`src/rtl/fwdmux_pkg.sv`:
```
// Shared field positions, opcode values and the decoded-instruction record
// used by the forwarding unit. Assumes a fixed 32-bit three-register format.
package fwdmux_pkg;
    localparam int INSN_W    = 32;
    localparam int REG_IDX_W = 5;
    localparam int IMM_W     = 16;
    localparam int OPC_HI    = 31;
    localparam int OPC_LO    = 26;
    localparam int SRC1_HI   = 25;
    localparam int SRC1_LO   = 21;
    localparam int SRC2_HI   = 20;
    localparam int SRC2_LO   = 16;
    localparam int DSTR_HI   = 15;
    localparam int DSTR_LO   = 11;

    localparam logic [5:0] OPC_RTYPE  = 6'h00;
    localparam logic [2:0] OPC_IALU_G = 3'b001;   // opcodes 0x08..0x0F
    localparam logic [5:0] OPC_LOAD   = 6'h23;
    localparam logic [5:0] OPC_STORE  = 6'h2B;
    localparam logic [5:0] OPC_BRZ    = 6'h04;
    localparam logic [5:0] OPC_BRNZ   = 6'h05;

    typedef logic [REG_IDX_W-1:0] reg_idx_t;

    typedef enum logic [2:0] {
        CLS_NONE,
        CLS_RALU,
        CLS_IALU,
        CLS_LOAD,
        CLS_STORE,
        CLS_BRANCH
    } insn_cls_t;

    typedef struct packed {
        insn_cls_t cls;
        logic      wr_en;
        reg_idx_t  dst;
        reg_idx_t  src1;
        reg_idx_t  src2;
    } insn_info_t;

    // Classify one instruction word and extract its register fields.
    function automatic insn_info_t decode_insn(input logic [INSN_W-1:0] ir);
        insn_info_t d;
        logic [5:0] opc;
        opc    = ir[OPC_HI:OPC_LO];
        d.src1 = ir[SRC1_HI:SRC1_LO];
        d.src2 = ir[SRC2_HI:SRC2_LO];
        if (opc == OPC_RTYPE)
            d.cls = CLS_RALU;
        else if (opc[5:3] == OPC_IALU_G)
            d.cls = CLS_IALU;
        else if (opc == OPC_LOAD)
            d.cls = CLS_LOAD;
        else if (opc == OPC_STORE)
            d.cls = CLS_STORE;
        else if (opc == OPC_BRZ || opc == OPC_BRNZ)
            d.cls = CLS_BRANCH;
        else
            d.cls = CLS_NONE;
        d.wr_en = (d.cls == CLS_RALU) || (d.cls == CLS_IALU) || (d.cls == CLS_LOAD);
        if (!d.wr_en)
            d.dst = '0;
        else if (d.cls == CLS_RALU)
            d.dst = ir[DSTR_HI:DSTR_LO];
        else
            d.dst = ir[SRC2_HI:SRC2_LO];
        return d;
    endfunction
endpackage

```
`src/rtl/fwdmux_decode.sv`:
```
// Decodes the instruction word of every pipeline register handed to it.
// Assumes all words share the format in fwdmux_pkg; low function bits are unused.
module fwdmux_decode
    import fwdmux_pkg::*;
#(
    parameter int N_STAGES = 3
) (
    input  logic [N_STAGES-1:0][INSN_W-1:0] ir_vec,
    output insn_info_t [N_STAGES-1:0]       info_vec
);
    localparam int LOW_W = DSTR_LO;

    logic [N_STAGES-1:0][LOW_W-1:0] low_bits;
    logic unused_low_bits;

    for (genvar s = 0; s < N_STAGES; s++) begin : g_stage
        // Per-stage decode of class, destination and sources.
        always_comb info_vec[s] = decode_insn(ir_vec[s]);
        assign low_bits[s] = ir_vec[s][LOW_W-1:0];
    end

    assign unused_low_bits = ^low_bits;
endmodule

```
`src/rtl/fwdmux_src_sel.sv`:
```
// Chooses the freshest value for one execute-stage source register.
// Assumes older stages arrive pre-decoded; a load in execute/memory is not
// ready and masks any older match, leaving the register-file value.
module fwdmux_src_sel
    import fwdmux_pkg::*;
#(
    parameter int DATA_W = 32
) (
    input  reg_idx_t          src,
    input  logic [DATA_W-1:0] reg_val,
    input  insn_info_t        exmem_info,
    input  logic [DATA_W-1:0] exmem_alu,
    input  insn_info_t        memwb_info,
    input  logic [DATA_W-1:0] memwb_alu,
    input  logic [DATA_W-1:0] memwb_lmd,
    output logic [DATA_W-1:0] val
);
    logic ex_hit;
    logic wb_hit;

    // Destination comparison against each older stage.
    always_comb begin
        ex_hit = exmem_info.wr_en && (exmem_info.dst == src);
        wb_hit = memwb_info.wr_en && (memwb_info.dst == src);
    end

    // Priority: register 0, newest stage, older stage, register file.
    always_comb begin
        if (src == '0)
            val = '0;
        else if (ex_hit)
            val = (exmem_info.cls == CLS_LOAD) ? reg_val : exmem_alu;
        else if (wb_hit)
            val = (memwb_info.cls == CLS_LOAD) ? memwb_lmd : memwb_alu;
        else
            val = reg_val;
    end
endmodule

```
`src/rtl/fwdmux_store_sel.sv`:
```
// Picks the memory write data for a store in the memory stage.
// Assumes only an ALU result one instruction older is forwarded here.
module fwdmux_store_sel
    import fwdmux_pkg::*;
#(
    parameter int DATA_W = 32
) (
    input  insn_info_t        exmem_info,
    input  logic [DATA_W-1:0] exmem_b,
    input  insn_info_t        memwb_info,
    input  logic [DATA_W-1:0] memwb_alu,
    output logic [DATA_W-1:0] data
);
    logic wb_alu_writer;

    // Older instruction qualifies only if it is an ALU writer.
    always_comb wb_alu_writer = (memwb_info.cls == CLS_RALU) || (memwb_info.cls == CLS_IALU);

    // Store data choice: zero register, forwarded ALU result or buffered value.
    always_comb begin
        if (exmem_info.cls != CLS_STORE)
            data = exmem_b;
        else if (exmem_info.src2 == '0)
            data = '0;
        else if (wb_alu_writer && memwb_info.dst == exmem_info.src2)
            data = memwb_alu;
        else
            data = exmem_b;
    end
endmodule

```
`src/rtl/fwdmux_unit.sv`:
```
// Operand forwarding unit: registered ALU operands and store data.
// Assumes the hazard logic stalls load-use cases; this block never stalls.
module fwdmux_unit
    import fwdmux_pkg::*;
#(
    parameter int DATA_W = 32
) (
    input  logic              clk,
    input  logic              rst_n,
    input  logic [31:0]       idex_ir,
    input  logic [DATA_W-1:0] idex_npc,
    input  logic [DATA_W-1:0] idex_a,
    input  logic [DATA_W-1:0] idex_b,
    input  logic [31:0]       exmem_ir,
    input  logic [DATA_W-1:0] exmem_alu,
    input  logic [DATA_W-1:0] exmem_b,
    input  logic [31:0]       memwb_ir,
    input  logic [DATA_W-1:0] memwb_alu,
    input  logic [DATA_W-1:0] memwb_lmd,
    output logic [DATA_W-1:0] alu_in1,
    output logic [DATA_W-1:0] alu_in2,
    output logic [DATA_W-1:0] store_data
);
    localparam int N_STAGES  = 3;
    localparam int STG_IDEX  = 0;
    localparam int STG_EXMEM = 1;
    localparam int STG_MEMWB = 2;
    localparam int N_OPND    = 2;
    localparam int EXT_W     = DATA_W - IMM_W;

    logic [N_STAGES-1:0][INSN_W-1:0] ir_vec;
    insn_info_t [N_STAGES-1:0]       info;
    logic [N_OPND-1:0][REG_IDX_W-1:0] opnd_src;
    logic [N_OPND-1:0][DATA_W-1:0]    opnd_reg;
    logic [N_OPND-1:0][DATA_W-1:0]    opnd_fwd;
    logic [DATA_W-1:0] imm_ext;
    logic [DATA_W-1:0] st_sel;
    logic [DATA_W-1:0] in1_next;
    logic [DATA_W-1:0] in2_next;
    logic unused_info;

    assign ir_vec[STG_IDEX]  = idex_ir;
    assign ir_vec[STG_EXMEM] = exmem_ir;
    assign ir_vec[STG_MEMWB] = memwb_ir;

    fwdmux_decode #(.N_STAGES(N_STAGES)) u_decode (
        .ir_vec   (ir_vec),
        .info_vec (info)
    );

    assign opnd_src[0] = info[STG_IDEX].src1;
    assign opnd_src[1] = info[STG_IDEX].src2;
    assign opnd_reg[0] = idex_a;
    assign opnd_reg[1] = idex_b;

    for (genvar g = 0; g < N_OPND; g++) begin : g_opnd
        fwdmux_src_sel #(.DATA_W(DATA_W)) u_sel (
            .src        (opnd_src[g]),
            .reg_val    (opnd_reg[g]),
            .exmem_info (info[STG_EXMEM]),
            .exmem_alu  (exmem_alu),
            .memwb_info (info[STG_MEMWB]),
            .memwb_alu  (memwb_alu),
            .memwb_lmd  (memwb_lmd),
            .val        (opnd_fwd[g])
        );
    end

    fwdmux_store_sel #(.DATA_W(DATA_W)) u_store (
        .exmem_info (info[STG_EXMEM]),
        .exmem_b    (exmem_b),
        .memwb_info (info[STG_MEMWB]),
        .memwb_alu  (memwb_alu),
        .data       (st_sel)
    );

    // Sign-extend the execute-stage immediate to the datapath width.
    always_comb imm_ext = {{EXT_W{idex_ir[IMM_W-1]}}, idex_ir[IMM_W-1:0]};

    // Format-dependent operand steering ahead of the output registers.
    always_comb begin
        in1_next = (info[STG_IDEX].cls == CLS_BRANCH) ? idex_npc : opnd_fwd[0];
        in2_next = (info[STG_IDEX].cls == CLS_RALU)   ? opnd_fwd[1] : imm_ext;
    end

    // Output registers with synchronous active-low reset.
    always_ff @(posedge clk) begin
        if (!rst_n) begin
            alu_in1    <= '0;
            alu_in2    <= '0;
            store_data <= '0;
        end else begin
            alu_in1    <= in1_next;
            alu_in2    <= in2_next;
            store_data <= st_sel;
        end
    end

    assign unused_info = ^{info[STG_IDEX].wr_en, info[STG_IDEX].dst,
                           info[STG_EXMEM].src1, info[STG_MEMWB].src1,
                           info[STG_MEMWB].src2};
endmodule

```
`config.mk`:
```
export PLATFORM = sky130hd
export DESIGN_NAME = fwdmux_unit
export DESIGN_NICKNAME = d
export VERILOG_FILES = /design/src/rtl/fwdmux_pkg.sv /design/src/rtl/fwdmux_decode.sv /design/src/rtl/fwdmux_src_sel.sv /design/src/rtl/fwdmux_store_sel.sv /design/src/rtl/fwdmux_unit.sv
export SDC_FILE = /design/constraint.sdc
export NUM_CORES = 1
export LEC_CHECK = 0
export ABC_CLOCK_PERIOD_IN_PS = 5900
export CORE_AREA = 2 2 161 163
export DETAILED_ROUTE_END_ITERATION = 16
export DIE_AREA = 0 0 163 165
export PLACE_DENSITY = 0.56
export SKIP_CTS_REPAIR_TIMING = 1
export SLEW_MARGIN = 10
export SYNTH_ARGS = -nofsm -noshare
export SYNTH_HDL_FRONTEND = slang
export SYNTH_SLANG_ARGS = --single-unit
```
`constraint.sdc`:
```
create_clock -name clk -period 5.9 [get_ports clk]
set_input_delay 0.885 -clock clk [delete_from_list [all_inputs] [get_ports clk]]
set_output_delay 0.885 -clock clk [all_outputs]
set_load 0.03 [all_outputs]
```
==> impl_table.tex <==
\begin{tabular}{lr}
\hline
Metric & Value \\
\hline
\multicolumn{2}{l}{\textbf{Run status}} \\
Status & complete, no violations \\
\multicolumn{2}{l}{\textbf{Routing}} \\
Number of DRC violations after detailed routing & 0 \\
Routed WL & 30.5 mm \\
Via count of the routed design & 6,840 \\
Number of DRC markers in iteration 0 & 341 \\
Number of detailed-routing iterations run before antenna repair & 5 \\
Detail-routed via count per cell & 5.03 \\
Average wire per standard cell & 22.4 µm \\
Final antenna-violating net count & 0 \\
\multicolumn{2}{l}{\textbf{Final layout}} \\
Final net count & 1,346 \\
Fill count & 2,499 \\
Leading cell type in the layout, fill and taps excluded & clkdlybuf4s50\_1 \\
Commonest non-fill, non-tap cells in the layout & 385 x clkdlybuf4s50\_1, 125 x nand2\_1, 96 x dfxtp\_1, 57 x mux2i\_1, 33 x a22o\_1 \\
Ratio of cells with drive above 1 in the final layout & 0.0758 \\
Area grow syn2layout & 75.2\% \\
Area of the multi-input gates & 3700 µm² \\
Combined flip-flop and latch cell area & 1920 µm² \\
\multicolumn{2}{l}{\textbf{Floorplanning}} \\
Number of placement rows & 58 \\
Initial core utilization & 0.235 \\
Horizontal die dimension & 163 µm \\
Area of the die & 26,900 µm² \\
Area of the core region & 25,000 µm² \\
Die outline height & 165 µm \\
IO Count & 418 \\
\multicolumn{2}{l}{\textbf{Clocking}} \\
\# clock sinks & 96 \\
Clock root cell & clkbuf\_16 \\
Total number of H-tree levels & 3 \\
Clock tree from TritonCTS & done \\
Bufs on Longest Clock Path & 2 \\
Total clock buffers created by CTS & 9 \\
Clock slew at reported path FFs & 0.08 ns \\
\multicolumn{2}{l}{\textbf{Global route}} \\
Routing usage on met3 & 0.0552 \\
Met2 global-route usage & 0.375 \\
GRT busiest layer & met2 \\
Number of global-route vias before repair & 6,777 \\
Antenna violations before repair & 3 \\
Tot GR Track Use & 0.218 \\
First-pass GRT wire length & 43.0 mm \\
Largest net degree at the start of global routing & 35 \\
Global routing met1 resource utilization & 0.269 \\
Total congestion overflow & 0 \\
\multicolumn{2}{l}{\textbf{Min path}} \\
Hold endpoint & alu\_in2[9] \\
Min-delay src & idex\_ir[9] \\
Hold path depth & 3 \\
Class of the tightest hold or removal check & in -> reg \\
\multicolumn{2}{l}{\textbf{STA}} \\
Final setup fails & 0 \\
Headroom to the max-slew limit & 0.217 \\
Count of endpoints failing hold in the final timing report & 0 \\
Slew Viols, Final & 0 \\
Worst-margin pin slew & 1.17 ns \\
Minimum period implied by the final worst setup slack & 4.07 ns \\
Final hold slack & 1.07 ns \\
Final-layout setup total negative slack & 0 ns \\
Unrepaired setup endpoints after global routing & false \\
Final worst path period share & 0.690 \\
Maximum operating frequency & 246 MHz \\
\multicolumn{2}{l}{\textbf{Placed design}} \\
\# port buffers & 385 \\
Final estimated routing congestion in global placement & 0.880 \\
Sum of net half-perimeters after detailed placement & 23.1 mm \\
\multicolumn{2}{l}{\textbf{Setup path}} \\
Data required time of the worst path & 6.10 ns \\
Maximum single-stage delay on the critical path & 0.59 ns \\
Worst path slowest cell & nand2\_1 \\
Logic depth of the worst setup path including buffers & 9 \\
Worst-path cell chain & clkdlybuf4s50\_1 > nor4\_1 > and2\_1 > a22oi\_1 > a221oi\_2 > or4b\_1 > buf\_4 > nand2\_1 > o21ai\_0 \\
Largest delay contributor family on the critical path & simple AND/OR/NAND/NOR gates \\
Crit path capture type & register \\
Biggest fanout along the worst timing path & 31 \\
Worst path buffer plus inverter count & 2 \\
Category of the critical setup timing path & in -> reg \\
Kind of start point of the critical path & primary input \\
Arrival time reported for the critical path endpoint & 4.27 ns \\
\multicolumn{2}{l}{\textbf{Yosys}} \\
Number of synthesized register bits & 96 \\
Cell count after synthesis & 677 \\
Main area contributors after synthesis & dfxtp\_1 33\%, mux2i\_1 9.7\%, nand2\_1 8.0\%, mux2\_2 6.1\%, a22o\_1 4.9\% \\
Syn nets & 999 \\
Primary FF master, synth & dfxtp\_1 \\
Number of synthesis warnings & 0 \\
Library cell with the largest summed area after synthesis & dfxtp\_1 \\
Synth Cell Area & 5880 µm² \\
Fraction of post-synthesis cell area in the top cell type by area & 0.327 \\
Share of the yosys chip area belonging to registers & 0.327 \\
Number of enable-type register cells in the synthesized netlist & 0 \\
Unique masters post-synth & 60 \\
Share of flip-flops with an asynchronous set or reset after synthesis & 0 \\
Mean Syn Cell Area & 8.68 µm² \\
\multicolumn{2}{l}{\textbf{Power and ir drop}} \\
Ratio of total power to cell area & 184 nW/µm² \\
Share of total power in the clock network & 0.333 \\
Reg power frac & 0.369 \\
Static leakage & 3.67 nW \\
Cell internal pwr & 1.33 mW \\
Design Power & 1.89 mW \\
Net switching component of the power & 566 µW \\
Combinational Power Share & 0.298 \\
Maximum vdd drop & 124 µV \\
Switching share of power & 0.299 \\
\multicolumn{2}{l}{\textbf{Flow run}} \\
Number of violations of the max-capacitance limit & 0 \\
\hline
\end{tabular}
## cell usage after synthesis (all sizes together), types with 2 or more instances
library cell / n
inv: 9
a32oi: 14
a21boi: 13
a221oi: 18
and4: 4
mux2i: 57
nor4: 5
buf: 19
o21ai: 34
o31ai: 31
a22oi: 3
o221ai: 24
and3b: 4
mux2: 32
and3: 5
nand3: 3
nand2b: 3
xor2: 7
a31oi: 19
o21a: 2
a21o: 2
a2111oi: 2
nor3: 21
nor4bb: 2
a21oi: 4
nor4b: 4
xnor2: 5
nor2: 10
nand2: 125
and2: 6
dfxtp: 96
or3: 3
nand3b: 2
o22ai: 4
a22o: 33
clkbuf: 39
## how the worst max path moves through the flow
stage	start	end	slack [ns]
3_3_place_gp	exmem_ir[29]	alu_in2[26]	1.48
4_1_cts	memwb_ir[31]	alu_in2[2]	1.81
5_1_grt	memwb_ir[31]	alu_in2[10]	1.50
2_1_floorplan	exmem_ir[27]	alu_in2[0]	2.82
6_report	exmem_ir[29]	alu_in2[26]	1.83
3_5_place_dp	memwb_ir[31]	alu_in2[10]	1.45
## flip-flops by register name (all words and copies together) (netlist names)
name        flops
alu_in1        32
store_data     32
alu_in2        32
## area by class of cell
cell class	count	area share
antenna	1	0.000243
clock buffer	9	0.0219
tap	330	0.0401
multi-input combinational	514	0.360
inverter	9	0.00328
sequential	96	0.187
clock inverter	7	0.00741
timing repair buffer	394	0.381
## power by group through the flow
stage	clock [mW]	sequential (mW)	combinational, mW
2_1_floorplan	0	0.795	0.136
6_report	0.631	0.699	0.563
3_5_place_dp	0	0.714	0.563
3_3_place_gp	0	0.713	0.562
4_1_cts	0.648	0.699	0.565
5_1_grt	0.670	0.702	0.595
## logic make-up (layout without fill, tap and decap cells)
family | count (synthesis) | in the layout | share of synthesized area
flops | 96 | 96 | 0.327
simple gates | 203 | 203 | 0.172
other cells | 0 | 1 | 0
compound gates | 210 | 210 | 0.272
buf+inv | 67 | 419 | 0.0522
mux | 89 | 89 | 0.158
xor+xnor | 12 | 12 | 0.0179
## metrics by stage
step                std cells  worst slack (ns)   util  area [µm²]
floorplan                 677              2.82      -        5880
global placement         1343              1.48  0.399        9990
detailed placement       1343              1.45  0.399        9990
CTS                      1359              1.81  0.411       10300
global route             1360              1.50  0.411       10300
finish                   1360              1.83  0.411       10300
## layer usage
metal  part of all wire  vias to the layer above
met5             0.0011                        -
li1                   -                     3283
met3              0.081                       30
met1               0.42                     3206
met4              0.016                        4
met2               0.48                      317
(Power assumes the default switching activity.)
